File: src/rtl/pp_bit_encoder.sv
module pp_bit_encoder #(
  parameter int CLKS_PER_TICK = 32,
  parameter int PAUSE_TICKS   = 30,
  parameter int ONE_ON_TICKS  = 120,
  parameter int ZERO_ON_TICKS = 60,
  parameter int GAP_TICKS     = 330,
  parameter int MAX_BITS      = 32,
  parameter int TS_W          = 32
) (
  input  logic                          clk,
  input  logic                          rst_n,
  input  logic                          in_valid,
  output logic                          in_ready,
  input  logic [$clog2(MAX_BITS+1)-1:0] in_nbits,
  input  logic [MAX_BITS-1:0]           in_data,
  input  logic                          rx_end,
  output logic                          carrier_en,
  output logic                          done,
  output logic [TS_W-1:0]               now_ticks,
  output logic [TS_W-1:0]               last_end_ts
);
  localparam int NB_W      = $clog2(MAX_BITS+1);
  localparam int PRE_W     = $clog2(CLKS_PER_TICK+1);
  localparam int PAUSE_CLK = PAUSE_TICKS * CLKS_PER_TICK;
  localparam int ONE_CLK   = ONE_ON_TICKS * CLKS_PER_TICK;
  localparam int ZERO_CLK  = ZERO_ON_TICKS * CLKS_PER_TICK;
  localparam int MAX_CLK   = (ONE_CLK > PAUSE_CLK) ? ONE_CLK : PAUSE_CLK;
  localparam int DUR_W     = $clog2(MAX_CLK+1);

  typedef enum logic [1:0] {S_IDLE, S_PAUSE, S_ON} st_t;

  st_t                st;
  logic [PRE_W-1:0]   pre;
  logic [TS_W-1:0]    now_q, last_q;
  logic [DUR_W-1:0]   cnt;
  logic [MAX_BITS-1:0] sh;
  logic [NB_W-1:0]    left;
  logic               done_q;

  wire [TS_W-1:0] elapsed = now_q - last_q;
  wire            gap_ok  = elapsed >= TS_W'(GAP_TICKS);
  wire [NB_W-1:0] nb_eff  = (in_nbits > NB_W'(MAX_BITS)) ? NB_W'(MAX_BITS) : in_nbits;
  wire            accept;
  wire            last_on = (st == S_ON) && (cnt == '0) && (left == NB_W'(1));
  wire            fin     = last_on || (accept && nb_eff == '0);

  assign in_ready    = (st == S_IDLE) && gap_ok && !rx_end;
  assign accept      = in_valid && in_ready;
  assign carrier_en  = (st != S_PAUSE);
  assign done        = done_q;
  assign now_ticks   = now_q;
  assign last_end_ts = last_q;

  always_ff @(posedge clk) begin
    if (!rst_n) begin
      pre   <= '0;
      now_q <= '0;
    end else if (pre == PRE_W'(CLKS_PER_TICK-1)) begin
      pre   <= '0;
      now_q <= now_q + 1'b1;
    end else begin
      pre <= pre + 1'b1;
    end
  end

  always_ff @(posedge clk) begin
    if (!rst_n) begin
      last_q <= '0;
      done_q <= 1'b0;
    end else begin
      done_q <= fin;
      if (rx_end || fin) last_q <= now_q;
    end
  end

  always_ff @(posedge clk) begin
    if (!rst_n) begin
      st   <= S_IDLE;
      cnt  <= '0;
      sh   <= '0;
      left <= '0;
    end else begin
      case (st)
        S_IDLE: if (accept && nb_eff != '0) begin
          sh   <= in_data;
          left <= nb_eff;
          cnt  <= DUR_W'(PAUSE_CLK-1);
          st   <= S_PAUSE;
        end
        S_PAUSE: if (cnt == '0) begin
          cnt <= sh[0] ? DUR_W'(ONE_CLK-1) : DUR_W'(ZERO_CLK-1);
          st  <= S_ON;
        end else begin
          cnt <= cnt - 1'b1;
        end
        S_ON: if (cnt == '0) begin
          if (left == NB_W'(1)) begin
            st <= S_IDLE;
          end else begin
            sh   <= sh >> 1;
            left <= left - 1'b1;
            cnt  <= DUR_W'(PAUSE_CLK-1);
            st   <= S_PAUSE;
          end
        end else begin
          cnt <= cnt - 1'b1;
        end
        default: st <= S_IDLE;
      endcase
    end
  end


  tick_step_chk: assert property (@(posedge clk) disable iff (!rst_n)
    1'b1 |=> (now_ticks == $past(now_ticks) || now_ticks == $past(now_ticks) + 1'b1));

  idle_carrier_chk: assert property (@(posedge clk) disable iff (!rst_n)
    in_ready |-> carrier_en);

  first_pause_chk: assert property (@(posedge clk) disable iff (!rst_n)
    (in_valid && in_ready && nb_eff != '0) |=> !carrier_en);

  done_stamp_chk: assert property (@(posedge clk) disable iff (!rst_n)
    done |-> last_end_ts == $past(now_ticks));

  done_single_chk: assert property (@(posedge clk) disable iff (!rst_n)
    done |=> !done);

  empty_frame_chk: assert property (@(posedge clk) disable iff (!rst_n)
    (in_valid && in_ready && nb_eff == '0) |=> (done && carrier_en));

  rx_restart_chk: assert property (@(posedge clk) disable iff (!rst_n)
    rx_end |=> (!in_ready && last_end_ts == $past(now_ticks)));
endmodule

File: config.mk
export PLATFORM = sky130hd
export DESIGN_NAME = pp_bit_encoder
export DESIGN_NICKNAME = d
export VERILOG_FILES = /design/src/rtl/pp_bit_encoder.sv
export SDC_FILE = /design/constraint.sdc
export NUM_CORES = 1
export LEC_CHECK = 0
export BUFFER_PORTS_ARGS = -buffer_cell sky130_fd_sc_hd__buf_4
export CORE_MARGIN = 2
export CORE_UTILIZATION = 30
export CTS_CLUSTER_SIZE = 16
export DETAILED_ROUTE_END_ITERATION = 6
export PLACE_DENSITY = 0.48
export SYNTH_ARGS = -nofsm -noshare
export SYNTH_HDL_FRONTEND = slang
export SYNTH_SLANG_ARGS = --single-unit
File: constraint.sdc
create_clock -name clk -period 5.03 [get_ports clk]
set_input_delay 1.2575 -clock clk [delete_from_list [all_inputs] [get_ports clk]]
set_output_delay 1.2575 -clock clk [all_outputs]
set_load 0.05 [all_outputs]
* Word level (Yosys, flattened, before mapping)
Index checks and enable logic that the tools add are counted.
** Word-level totals
- Input bits :: 42
- Register bits :: 123
- Output and inout bits :: 67
- Word-level logic and storage cells :: 66
** Cells by class
- Magnitude comparators :: 2
- Bitwise operators :: 1
- Equal/unequal tests :: 10
- $add $sub $neg :: 5
- Reduce and logical (&&, ||, !) cells :: 20
- Multiplexer cells :: 20
** Operators with widths (number)
- 2-to-1 mux 32 bit :: 3
- one-hot mux 32 bit (2 select lines) :: 1
- 2-to-1 mux 12 bit :: 5
- one-hot mux 12 bit (3 select lines) :: 1
- adder 32 x 1 -> 32 bit (second input constant) :: 1
- greater-or-equal comparator 32 x 9 -> 1 bit (second input constant) :: 1
- subtractor 32 bit :: 1
- 2-to-1 mux 6 bit :: 4
- logical NOT 12 bit :: 1
- one-hot mux 6 bit (2 select lines) :: 1
- subtractor 12 x 1 -> 12 bit (second input constant) :: 1
- logical AND 1 bit :: 7
- adder 6 x 1 -> 6 bit (second input constant) :: 1
- == test 6 x 1 -> 1 bit (second input constant) :: 1
- == test 6 x 5 -> 1 bit (second input constant) :: 1
- > comparator 6 bit (second input constant) :: 1
- logical NOT 6 bit :: 1
- 2-to-1 mux 2 bit :: 3
- inequality test 2 x 1 -> 1 bit (second input constant) :: 3
- one-hot mux 2 bit (3 select lines) :: 1
- AND reduction 3 bit :: 2
- nonzero test 6 bit :: 1
- subtractor 6 x 1 -> 6 bit (second input constant) :: 1
- inequality test 2 bit (second input constant) :: 2
- other kinds (12) :: 13

* Logic depth before layout (Yosys ltp)
- Depth after elaboration :: 8
- Depth in mapped cells :: 16
- Mapped depth without buffers :: 14

* Worst setup path after synthesis
No wires, ideal clock.
- Path kind :: reg-to-output
- Start :: reg last_q[0] (netlist: last_end_ts[0])
- End :: out in_ready
- Cell stages (with the launch flop) :: 16
- Path buffers :: 2
- Arrival :: 3.959 ns
- Required time :: 3.773 ns
- Slack :: -0.186 ns
- Path through :: dfxtp_1 > ha_1 > inv_1 > fa_1 > a211oi_2 > o21ai_1 > a311oi_1 > nand2_1 > a221oi_1 > a211oi_1 > and4_4 > nand3_4 > buf_2 > buf_6 > nand2_1 > nor2_1
** On the way
- Longest elaborated chain between the ends :: 4
** RTL lines
- start, declared :: line 34 : logic [TS_W-1:0] now_q, last_q;
- start signal, assigned :: line 72 : if (rx_end || fin) last_q <= now_q;
- subtractor 32 bit :: line 40 : wire [TS_W-1:0] elapsed = now_q - last_q;
- greater-or-equal comparator 32 x 9 -> 1 bit :: line 41 : wire gap_ok = elapsed >= TS_W'(GAP_TICKS);
- logical AND 1 bit (2 in a row) :: line 47 : assign in_ready = (st == S_IDLE) && gap_ok && !rx_end;
- end, declared :: line 13 : output logic in_ready,
Every way passes these cells.

* Worst setup path in the final report
- Start :: reg last_q[8] (netlist: last_end_ts[8])
- End :: out in_ready
The elaborated chain is that of the path after synthesis.

==> flow_summary.ini <==
[run_status]
status = complete, no violations

[worst_hold_path]
hold_path_depth = 1
min-delay-start = pre[0]
hold_path.class = flip-flop to flip-flop
min_to = pre[0]

[yosys]
syn_nets = 1214
synthTopCellsByArea = dfxtp_1 27%, nand2_1 6.1%, ha_1 5.7%, a221oi_2 5.5%, nor2_1 5.0%
synth.avg_cell_area_um2 = 8.00
synthAdderAreaFrac = 0.0589
ys_seq_area_frac = 0.272
synth_xor_area_frac = 0.0465
synthesis.area_mm2 = 0.00904
synth_ff_type = dfxtp_1
async_flop_share = 0
ys_ff_latch = 123
synth_mux_area_frac = 0.0809
synth_edf_count = 0
syn_inst = 1130
synth_top_area_share = 0.272
synthDistinctLibCells = 92
synth-warning-count = 0
synth_compound_area_frac = 0.243
synthSimpleGateAreaFrac = 0.224
synth_top_family_by_area = compound AO/OA/AOI/OAI gates
synth_top_cell_by_area = dfxtp_1

[layout]
drive_gt1_frac = 0.216
final_cell_mix = 146 x nand2_1, 125 x buf_4, 123 x dfxtp_1
area_growth_pct = 19.3
nFillCells = 3172
multi_input_area_mm2 = 0.00595
regArea_mm2 = 0.00246
nets = 1302
diodes = 0
layout_commonest_cell = nand2_1
finalCoreUtilization = 0.364

[worst_setup_path]
crit_fanout = 6
path_buf_inv = 2
rr_startpoint = last_end_ts[8]
cp_slowest_cell = a211o_1
crit_chain = inv_1 > ha_1 > a21o_1 > a31oi_2 > o221a_2 > a31oi_1 > a211o_1 > a2111oi_4 > and4_4 > nand3_4 > nand2_1 > nor2_2 > buf_4
regToRegEndpoint = sh[8]
startpoint_type = flip-flop
rrSetupSlack_ns = 0.83
slowest_delay_ns = 0.38
end_kind = output port
cp_top_family = compound AO/OA/AOI/OAI gates
critical_path_class = flip-flop to output port
reg2reg_depth = 14
cp.arrival_ns = 3.63
worstPathRequired_ns = 3.77

[drt]
routedWlPerCell_um = 16.6
drc_errors = 0
via_per_inst = 5.20
ant_nets = 0
drt-total-wl_um = 26900
firstDrtPassIters = 7
drt_iter0_markers = 431
vias = 8422

[place]
dp_hpwl_um = 19700
port_buffers = 108
dpl_worst_slack_ns = 0.516
place_congestion = 0.868

[die]
die_w_um = 178
start_util = 0.305
core_area_mm2 = 0.0296
die_y_um = 178
io_pins = 109
row_count = 63
dieArea_mm2 = 0.0315

[global_route]
grt_max_degree = 68
gr-usage-all-layers = 0.174
grt_pass1_vias = 8164
grt_pass1_wl_um = 43600
overflow = 0
antenna_found_initial = 0

[clock_tree]
cts.sinks = 123
cts-root-buf = clkbuf_16
cts_tree = built
cts_buffers = 17
htreeDepth = 4
clk_latency_ns = 0.43
ctsHoldBuffers = 0
cts_max_path_buffers = 2
cts.clk_slew.worst_paths_ns = 0.06

[sta]
relSlewSlack = 0.289
finalHoldViolCount = 0
timing.final.crit_share = 0.972
maxClockFrequency_mhz = 205
slew_violations = 0
setup_tns_ns = 0
worst_hold_slack_ns = 0.448
fin_skew_ns = 0.0129
min_period_ns = 4.89
setup_violations = 0
setup_ws_ns = 0.142
tightest_slew_ns = 1.07

[pwr]
leakage_uw = 0.00441
p_per_area_mw_per_mm2 = 218
irDropWorstVdd_uv = 195

[job]
max_cap_viol_count = 0
## Yosys cell counts (8+ instances only)
cell type  count
nand2_1      146
dfxtp_1      123
nor2_1       120
inv_1         84
o21ai_0       77
a21oi_1       50
ha_1          41
mux2i_1       36
clkbuf_1      34
a221oi_2      33
mux2_2        33
xor2_1        32
nand3_1       24
nand4_1       22
nor3_1        20
xnor2_1       16
o211ai_1      15
a21o_1        14
and3_1        12
or3_1         12
a31oi_1       11
and2_1        10
o21a_1        10
buf_4          8
## cell type report
type | count | area share
Multi-Input combinational cell | 863 | 0.552
Sequential cell | 123 | 0.228
Timing Repair Buffer | 127 | 0.0907
Tap cell | 390 | 0.0452
Clock buffer | 22 | 0.0430
Inverter | 86 | 0.0299
Clock inverter | 10 | 0.0108
## sequential cells by signal, summed over array words and instances (netlist names)
name,count
cnt,12
now_ticks,32
left,6
last_end_ts,32
pre,6
sh,32
done,1
st,2
## per-layer routing
layer	wire length, um	global-route usage	vias up
met5	0	0	-
met4	386	0.0461	0
met3	1340	0.0338	25
met2	12700	0.289	191
met1	12500	0.229	3985
li1	-	-	4221
## worst max path at each step
stage / startpoint / endpoint / slack [ns] / cells after the start
2_1_floorplan: last_end_ts[0] / in_ready / 0.03 / 15
3_3_place_gp: now_ticks[0] / in_ready / 0.55 / 15
3_5_place_dp: last_end_ts[0] / in_ready / 0.52 / 14
4_1_cts: last_end_ts[0] / in_ready / 0.04 / 14
5_1_grt: now_ticks[0] / in_ready / -0.04 / 15
6_report: last_end_ts[8] / in_ready / 0.14 / 13
## repair_timing
item,4_1_cts,5_1_grt
buffers inserted,0,2
endpoints found under the setup margin,0,1
gates resized for setup,0,11
hold endpoints to repair,0,0
## where the power goes
| group | switching (uW) | internal (uW) | total, uW |
|---|---|---|---|
| Clock | 491 | 756 | 1250 |
| Sequential | 2.05 | 977 | 979 |
| Combinational | 72.2 | 54.3 | 127 |
## stage by stage
step	instance area [um^2]	std cells	total power, uW
3_5_place_dp	10200	1587	1130
5_1_grt	10800	1621	2450
4_1_cts	10700	1619	2390
6_report	10800	1621	2350
2_1_floorplan	9040	1130	1080
3_3_place_gp	10200	1587	1130
## cell families after synthesis
kind of cell,Yosys count
flip-flops,123
multiplexers,69
AO/OA/AOI/OAI,286
AND/OR/NAND/NOR,418
buffers and inverters,144
adder cells (fa/ha/maj),42
XOR/XNOR,48
No activity file was read; power rests on OpenSTA's default activity.
